<file path="config.mk">
export PLATFORM = sky130hd
export DESIGN_NAME = pwr_mode_seq
export DESIGN_NICKNAME = d
export VERILOG_FILES = /design/src/rtl/pwr_seq_pkg.sv /design/src/rtl/pwr_rst_filter.sv /design/src/rtl/pwr_ms_delay.sv /design/src/rtl/pwr_mode_fsm.sv /design/src/rtl/pwr_mode_seq.sv
export SDC_FILE = /design/constraint.sdc
export NUM_CORES = 1
export LEC_CHECK = 0
export CAP_MARGIN = 0
export CORE_MARGIN = 4
export CORE_UTILIZATION = 25
export DETAILED_ROUTE_END_ITERATION = 8
export GPL_ROUTABILITY_DRIVEN = 0
export PLACE_DENSITY = 0.41
export SYNTH_ARGS = -nofsm -noshare
export SYNTH_HDL_FRONTEND = slang
export SYNTH_SLANG_ARGS = --single-unit
</file>
<file path="constraint.sdc">
create_clock -name clk -period 1.68 [get_ports clk]
set_clock_uncertainty 0.15 [all_clocks]
set_input_delay 0.252 -clock clk [delete_from_list [all_inputs] [get_ports clk]]
set_output_delay 0.252 -clock clk [all_outputs]
set_load 0.01 [all_outputs]
</file>
<file path="src/rtl/pwr_seq_pkg.sv">
package pwr_seq_pkg;

  typedef enum logic [2:0] {
    ST_RESET      = 3'd0,
    ST_STANDBY    = 3'd1,
    ST_STARTUP    = 3'd2,
    ST_BST_SETTLE = 3'd3,
    ST_NORMAL     = 3'd4,
    ST_BST_PFM    = 3'd5
  } pwr_state_e;

  localparam logic [2:0] MODE_RESET   = 3'd0;
  localparam logic [2:0] MODE_STANDBY = 3'd1;
  localparam logic [2:0] MODE_STARTUP = 3'd2;
  localparam logic [2:0] MODE_BOOST   = 3'd3;
  localparam logic [2:0] MODE_NORMAL  = 3'd4;

  function automatic logic [2:0] mode_of(pwr_state_e st);
    case (st)
      ST_RESET:      return MODE_RESET;
      ST_STANDBY:    return MODE_STANDBY;
      ST_STARTUP:    return MODE_STARTUP;
      ST_BST_SETTLE: return MODE_BOOST;
      ST_BST_PFM:    return MODE_BOOST;
      ST_NORMAL:     return MODE_NORMAL;
      default:       return MODE_RESET;
    endcase
  endfunction

endpackage

</file>
<file path="src/rtl/pwr_rst_filter.sv">
module pwr_rst_filter #(
  parameter int SYNC_STAGES    = 2,
  parameter int MIN_LOW_CYCLES = 2500
) (
  input  logic clk,
  input  logic rst,
  input  logic nrst_async_i,
  output logic hold_o
);
  localparam int CNT_W = $clog2(MIN_LOW_CYCLES + 1);

  logic [SYNC_STAGES-1:0] sync_q;
  logic [CNT_W-1:0]       low_cnt_q;
  logic                   pin_low;

  // synchroniser chain: stage 0 samples the pin, the last stage is used
  always_ff @(posedge clk) begin
    if (rst) sync_q[0] <= 1'b1;
    else     sync_q[0] <= nrst_async_i;
  end

  for (genvar g = 1; g < SYNC_STAGES; g++) begin : g_sync
    always_ff @(posedge clk) begin
      if (rst) sync_q[g] <= 1'b1;
      else     sync_q[g] <= sync_q[g-1];
    end
  end

  assign pin_low = ~sync_q[SYNC_STAGES-1];

  // pulse qualification: accept only a low level lasting MIN_LOW_CYCLES
  always_ff @(posedge clk) begin
    if (rst) begin
      low_cnt_q <= '0;
      hold_o    <= 1'b0;
    end else if (pin_low) begin
      if (!hold_o) begin
        if (low_cnt_q == CNT_W'(MIN_LOW_CYCLES - 1)) hold_o <= 1'b1;
        else                                         low_cnt_q <= low_cnt_q + 1'b1;
      end
    end else begin
      low_cnt_q <= '0;
      hold_o    <= 1'b0;
    end
  end

endmodule

</file>
<file path="src/rtl/pwr_ms_delay.sv">
module pwr_ms_delay #(
  parameter int DELAY_TICKS = 10
) (
  input  logic clk,
  input  logic rst,
  input  logic clear_i,
  input  logic run_i,
  input  logic tick_i,
  output logic done_o
);
  localparam int CNT_W = $clog2(DELAY_TICKS + 1);

  logic [CNT_W-1:0] cnt_q;

  assign done_o = run_i && tick_i && (cnt_q == CNT_W'(DELAY_TICKS - 1));

  always_ff @(posedge clk) begin
    if (rst || clear_i)      cnt_q <= '0;
    else if (run_i && tick_i) cnt_q <= cnt_q + 1'b1;
  end

endmodule

</file>
<file path="src/rtl/pwr_mode_fsm.sv">
module pwr_mode_fsm
  import pwr_seq_pkg::*;
(
  input  logic       clk,
  input  logic       rst,
  input  logic       rst_hold_i,
  input  logic       thsd_i,
  input  logic       nstby_i,
  input  logic       en_boost_i,
  input  logic       delay_done_i,
  output logic       delay_clear_o,
  output logic       delay_run_o,
  output logic       reg_rst_o,
  output logic       bias_en_o,
  output logic       osc_en_o,
  output logic       boost_en_o,
  output logic       boost_pwm_o,
  output logic [2:0] mode_o
);
  pwr_state_e st_q, st_d;
  logic       up_q, up_d;
  logic       running_d;

  always_comb begin
    st_d = st_q;
    up_d = 1'b0;
    if (rst_hold_i) begin
      st_d = ST_RESET;
    end else if (st_q == ST_RESET) begin
      st_d = ST_STANDBY;
    end else if (!nstby_i) begin
      st_d = ST_STANDBY;
    end else if (thsd_i) begin
      st_d = ST_STARTUP;
    end else begin
      case (st_q)
        ST_STANDBY: st_d = ST_STARTUP;
        ST_STARTUP: begin
          if (delay_done_i) st_d = en_boost_i ? ST_BST_SETTLE : ST_NORMAL;
        end
        ST_BST_SETTLE: begin
          if (!en_boost_i)       st_d = ST_NORMAL;
          else if (delay_done_i) st_d = ST_BST_PFM;
        end
        ST_BST_PFM: begin
          if (!en_boost_i) st_d = ST_NORMAL;
          else if (delay_done_i) begin
            st_d = ST_NORMAL;
            up_d = 1'b1;
          end
        end
        ST_NORMAL: begin
          if (en_boost_i && !up_q) st_d = ST_BST_SETTLE;
          else                     up_d = up_q && en_boost_i;
        end
        default: st_d = ST_RESET;
      endcase
    end
  end

  assign delay_clear_o = (st_d != st_q) || thsd_i;
  assign delay_run_o   = !thsd_i && ((st_q == ST_STARTUP) || (st_q == ST_BST_SETTLE) ||
                                     (st_q == ST_BST_PFM));
  assign running_d     = (st_d == ST_STARTUP) || (st_d == ST_BST_SETTLE) ||
                         (st_d == ST_BST_PFM) || (st_d == ST_NORMAL);

  always_ff @(posedge clk) begin
    if (rst) begin
      st_q        <= ST_RESET;
      up_q        <= 1'b0;
      reg_rst_o   <= 1'b1;
      bias_en_o   <= 1'b0;
      osc_en_o    <= 1'b0;
      boost_en_o  <= 1'b0;
      boost_pwm_o <= 1'b0;
      mode_o      <= MODE_RESET;
    end else begin
      st_q        <= st_d;
      up_q        <= up_d;
      reg_rst_o   <= (st_d == ST_RESET);
      bias_en_o   <= running_d && !thsd_i;
      osc_en_o    <= running_d && !thsd_i;
      boost_en_o  <= (st_d == ST_BST_PFM) || ((st_d == ST_NORMAL) && up_d);
      boost_pwm_o <= (st_d == ST_NORMAL) && up_d;
      mode_o      <= mode_of(st_d);
    end
  end

endmodule

</file>
<file path="src/rtl/pwr_mode_seq.sv">
module pwr_mode_seq #(
  parameter int SYNC_STAGES    = 2,
  parameter int MIN_LOW_CYCLES = 2500,
  parameter int DELAY_TICKS    = 10
) (
  input  logic       clk,
  input  logic       por_i,
  input  logic       nrst_pin_i,
  input  logic       thsd_i,
  input  logic       nstby_i,
  input  logic       en_boost_i,
  input  logic       ms_tick_i,
  output logic       reg_rst_o,
  output logic       bias_en_o,
  output logic       osc_en_o,
  output logic       boost_en_o,
  output logic       boost_pwm_o,
  output logic [2:0] mode_o
);
  logic rst_hold;
  logic dly_clear, dly_run, dly_done;

  pwr_rst_filter #(
    .SYNC_STAGES   (SYNC_STAGES),
    .MIN_LOW_CYCLES(MIN_LOW_CYCLES)
  ) u_rst_filter (
    .clk         (clk),
    .rst         (por_i),
    .nrst_async_i(nrst_pin_i),
    .hold_o      (rst_hold)
  );

  pwr_ms_delay #(
    .DELAY_TICKS(DELAY_TICKS)
  ) u_delay (
    .clk    (clk),
    .rst    (por_i),
    .clear_i(dly_clear),
    .run_i  (dly_run),
    .tick_i (ms_tick_i),
    .done_o (dly_done)
  );

  pwr_mode_fsm u_fsm (
    .clk          (clk),
    .rst          (por_i),
    .rst_hold_i   (rst_hold),
    .thsd_i       (thsd_i),
    .nstby_i      (nstby_i),
    .en_boost_i   (en_boost_i),
    .delay_done_i (dly_done),
    .delay_clear_o(dly_clear),
    .delay_run_o  (dly_run),
    .reg_rst_o    (reg_rst_o),
    .bias_en_o    (bias_en_o),
    .osc_en_o     (osc_en_o),
    .boost_en_o   (boost_en_o),
    .boost_pwm_o  (boost_pwm_o),
    .mode_o       (mode_o)
  );

endmodule

</file>
==> impl_results.md <==
- Status: finished, violations left
- Violated checks: negative setup slack
- Drt drc: 0
- Total number of H-tree levels: 2
- Sequential fraction of the synthesis area: 39.6%
- Port Buf Inserts: 14
- Synth async-reset ratio: 0%
- R2r worst-path depth: 5
- Critical Path Slowest Stage Cell: sky130_fd_sc_hd__or3_4
- Buffers & Inverters on Critical Path: 1
- CTS tree: yes
- Antenna Cells: 0
- Critical path cell sequence: nor3_4, or3_4, buf_6, o311ai_4, nor3_1
- Met2 usage: 18.4%
- Sum of negative setup slack: -813 ps
- Unrepaired setup endpoints after global routing: true
- Global-route met1 utilization: 13.8%
- Buffer levels on the longest clock path: 2
- Period utilisation layout: 107%
- Total of flip-flops plus latches after synthesis: 30
- Avg Cell Area, Syn: 9.43 µm²
- Total Die Area: approximately 7400 µm²
- Maxcap violations: 0
- CP Launch Type: flip-flop
- Syn Inst Count: 161
- Core area: 5920 µm²
- Number of distinct standard cells referenced by the synthesized netlist: 52
- Number of setup violations in the final report: 10
- Total cell area at the placement stage: 1990 µm²
- Path type of the worst setup path: reg2reg
- Final core utilization: 39.4%
- Post-route antenna net violation count: 0
- Peak-usage layer in the global routing report: met2
- Io pins: 15
- CTS Root Buffer Type: sky130_fd_sc_hd__clkbuf_8
- Number of nets in the layout: 224
- Largest delay share family, worst path: simple AND/OR/NAND/NOR gates
- PwrDens: roughly 670 nW/µm²
- Critical register-to-register path startpoint: u_fsm.st_q[0]
- Drt via density: 4.63
- Final std cell area, no fill: 2330 µm²
- Global-route wire length before repair: 6520 µm
- Number of search-and-repair iterations in the first detailed-routing pass: 4
- Worst hold path depth: 1
- Maximum fanout along the worst path: 9
- Initial core utilization: 25.6%
- Required time reported for the critical path endpoint: 1690 ps
- Horizontal extent of the die: 85.9 µm
- Residual overflow from global routing: 0
- Total Routed Length: ~3800 µm
- Number of global-route vias before repair: 1394
- Type of element capturing the critical path: flip-flop
- Least-Margin Pin Slew: about 400 ps
- Area growth from synthesis to layout: 53.7%
- Normalized max-slew margin: 73.5%
- Met3 Usage GRT: 2.98%
- CTS sink cnt: 30
- Class of the worst hold path: reg2reg
- Clock edge transition at the registers on the reported setup and hold paths: 70 ps
- Number of DRC markers in iteration 0: 22
- Reported leakage power: 0.880 nW
- Total power: 1.57 mW
- Total CTS buffers: 5
- Most common cell in the synthesized netlist: sky130_fd_sc_hd__dfxtp_1
- Fraction of post-synthesis cell area in the top cell type by area: about two fifths
- Leading cell types by total area after synthesis: sky130_fd_sc_hd__dfxtp_1, sky130_fd_sc_hd__xnor2_1, sky130_fd_sc_hd__nor2_1
- Slew Viols, Final: 0
- Cell types with the highest counts after synthesis: sky130_fd_sc_hd__dfxtp_1, sky130_fd_sc_hd__nor2_1, sky130_fd_sc_hd__inv_1, sky130_fd_sc_hd__nand2_1
- Post-detailed-placement half-perimeter wirelength: 2680 µm
- Synthesized cell area: 1520 µm²
- # placed instances: 279
- Skew-Pair Late Insertion Delay: 280 ps
- End point of the worst hold path: u_rst_filter.sync_q[1]
- Antenna violations before repair: 0
- Cell accounting for the most synthesized area: sky130_fd_sc_hd__dfxtp_1
- Minimum hold slack: 265 ps
- Number of fill cells: 579
- Maximum achievable frequency: 554 MHz
- Maximum number of pins on one net before global-route repair: 14
- Source of the worst hold timing path: u_rst_filter.sync_q[0]
- Number of hold buffers added after cts: 0
- Worst flop-to-flop path endpoint: u_delay.cnt_q[3]
- Final hold violation count: 0
- Detailed-route via count: 1344
- Non-filler cells, final: 290
- Number of warnings printed during yosys synthesis: 0
- Max VDD drop: 332 µV
- Worst setup margin: -125 ps
- Delay contributed by the slowest stage of the critical path: 440 ps
- Most instantiated flip-flop cell in the synthesis netlist: sky130_fd_sc_hd__dfxtp_1
- Post-route minimum period: between 1500 and 2000 ps
- Post-Synthesis Net Count: 171
- Worst slack at placement: -654 ps
- Row count: 28
- Crit path arrival time: roughly 1800 ps
- EDFF count, synth: 0
- Mean routed wirelength per cell: 13.2 µm
- Die boundary height: 85.9 µm
- Register-to-register setup slack: -130 ps
- Overall fraction of global-route tracks in use: 11.3%
- Layout cell share with drive strength beyond 1: 44.2%
==> cell usage in the layout (no fill, tap or decap), drive strengths merged, types with 4 or more instances in the layout <==
| cell type | instances |
|---|---|
| nand4 | 5 |
| inv | 8 |
| dfxtp | 30 |
| nand2 | 8 |
| and3 | 4 |
| nand2b | 4 |
| xor2 | 6 |
| nor3 | 6 |
| xnor2 | 7 |
| and2 | 7 |
| nor2 | 15 |
| clkbuf | 7 |
| nor2b | 5 |
| clkdlybuf4s50 | 10 |
| dlygate4sd2 | 4 |
| a2111oi | 4 |
| buf | 39 |
==> flip-flops by register name, indices dropped and copies added, names as in the netlist <==
| register | flops |
|---|---|
| u_fsm.boost_pwm_o | 1 |
| u_rst_filter.hold_o | 1 |
| u_rst_filter.low_cnt_q | 12 |
| u_fsm.bias_en_o | 1 |
| u_delay.cnt_q | 4 |
| u_fsm.up_q | 1 |
| u_fsm.reg_rst_o | 1 |
| u_fsm.st_q | 3 |
| u_fsm.boost_en_o | 1 |
| u_rst_filter.sync_q | 2 |
| u_fsm.mode_o | 3 |
==> worst max path at each step <==
stage	start	endpoint	slack [ps]	depth (start not counted)
after floorplan	u_fsm.st_q[2]	u_delay.cnt_q[1]	-40	6
after global placement	en_boost_i	u_delay.cnt_q[2]	-600	6
after detailed placement	en_boost_i	u_delay.cnt_q[2]	-650	6
after CTS	u_fsm.st_q[0]	u_delay.cnt_q[2]	-120	5
after global routing	u_fsm.st_q[0]	u_delay.cnt_q[1]	-220	6
final	u_fsm.st_q[0]	u_delay.cnt_q[3]	-130	5
==> cell families (layout without fill, tap and decap cells) <==
logic type | Yosys count | count (layout) | share of synthesized area [%]
AO/OA/AOI/OAI | 26 | 26 | 14.8
AND/OR/NAND/NOR | 72 | 72 | 29.3
multiplexers | 2 | 2 | 1.40
XOR/XNOR | 13 | 13 | 7.50
adder cells (fa/ha/maj) | 3 | 3 | 2.47
flip-flops | 30 | 30 | 39.6
buffers and inverters | 15 | 69 | 4.95
==> repair_timing <==
action,CTS,global route
pin swaps,16,4
resized for setup,31,21
endpoints found under the setup margin,16,23
setup buffers,2,1
endpoints found under the hold margin,0,0
==> final cells by class <==
cell class	instances	area [µm²]	area share, %
multi-input combinational	116	1060	45.5
sequential	30	616	26.4
timing repair buffer	53	439	18.8
tap	75	93.8	4.02
clock buffer	7	86.3	3.70
inverter	8	30.0	1.29
clock inverter	1	5.00	0.215
==> report_power, final <==
| group | switching (mW) | internal [mW] | total [mW] | leakage (nW) |
|---|---|---|---|---|
| clock network | 0.268 | 0.330 | 0.598 | 0.0482 |
| registers | 0.0127 | 0.722 | 0.735 | 0.247 |
| logic | 0.110 | 0.125 | 0.235 | 0.585 |
| total | 0.391 | 1.18 | 1.57 | 0.880 |
==> routing by layer <==
layer	part of all wire, %	up-vias	routed length [µm]
met4	2.0	0	75
met5	0	-	0
li1	-	680	-
met2	51	16	1960
met3	2.5	7	95
met1	44	641	1690
Note: power is estimated with default switching activity, not from simulation.
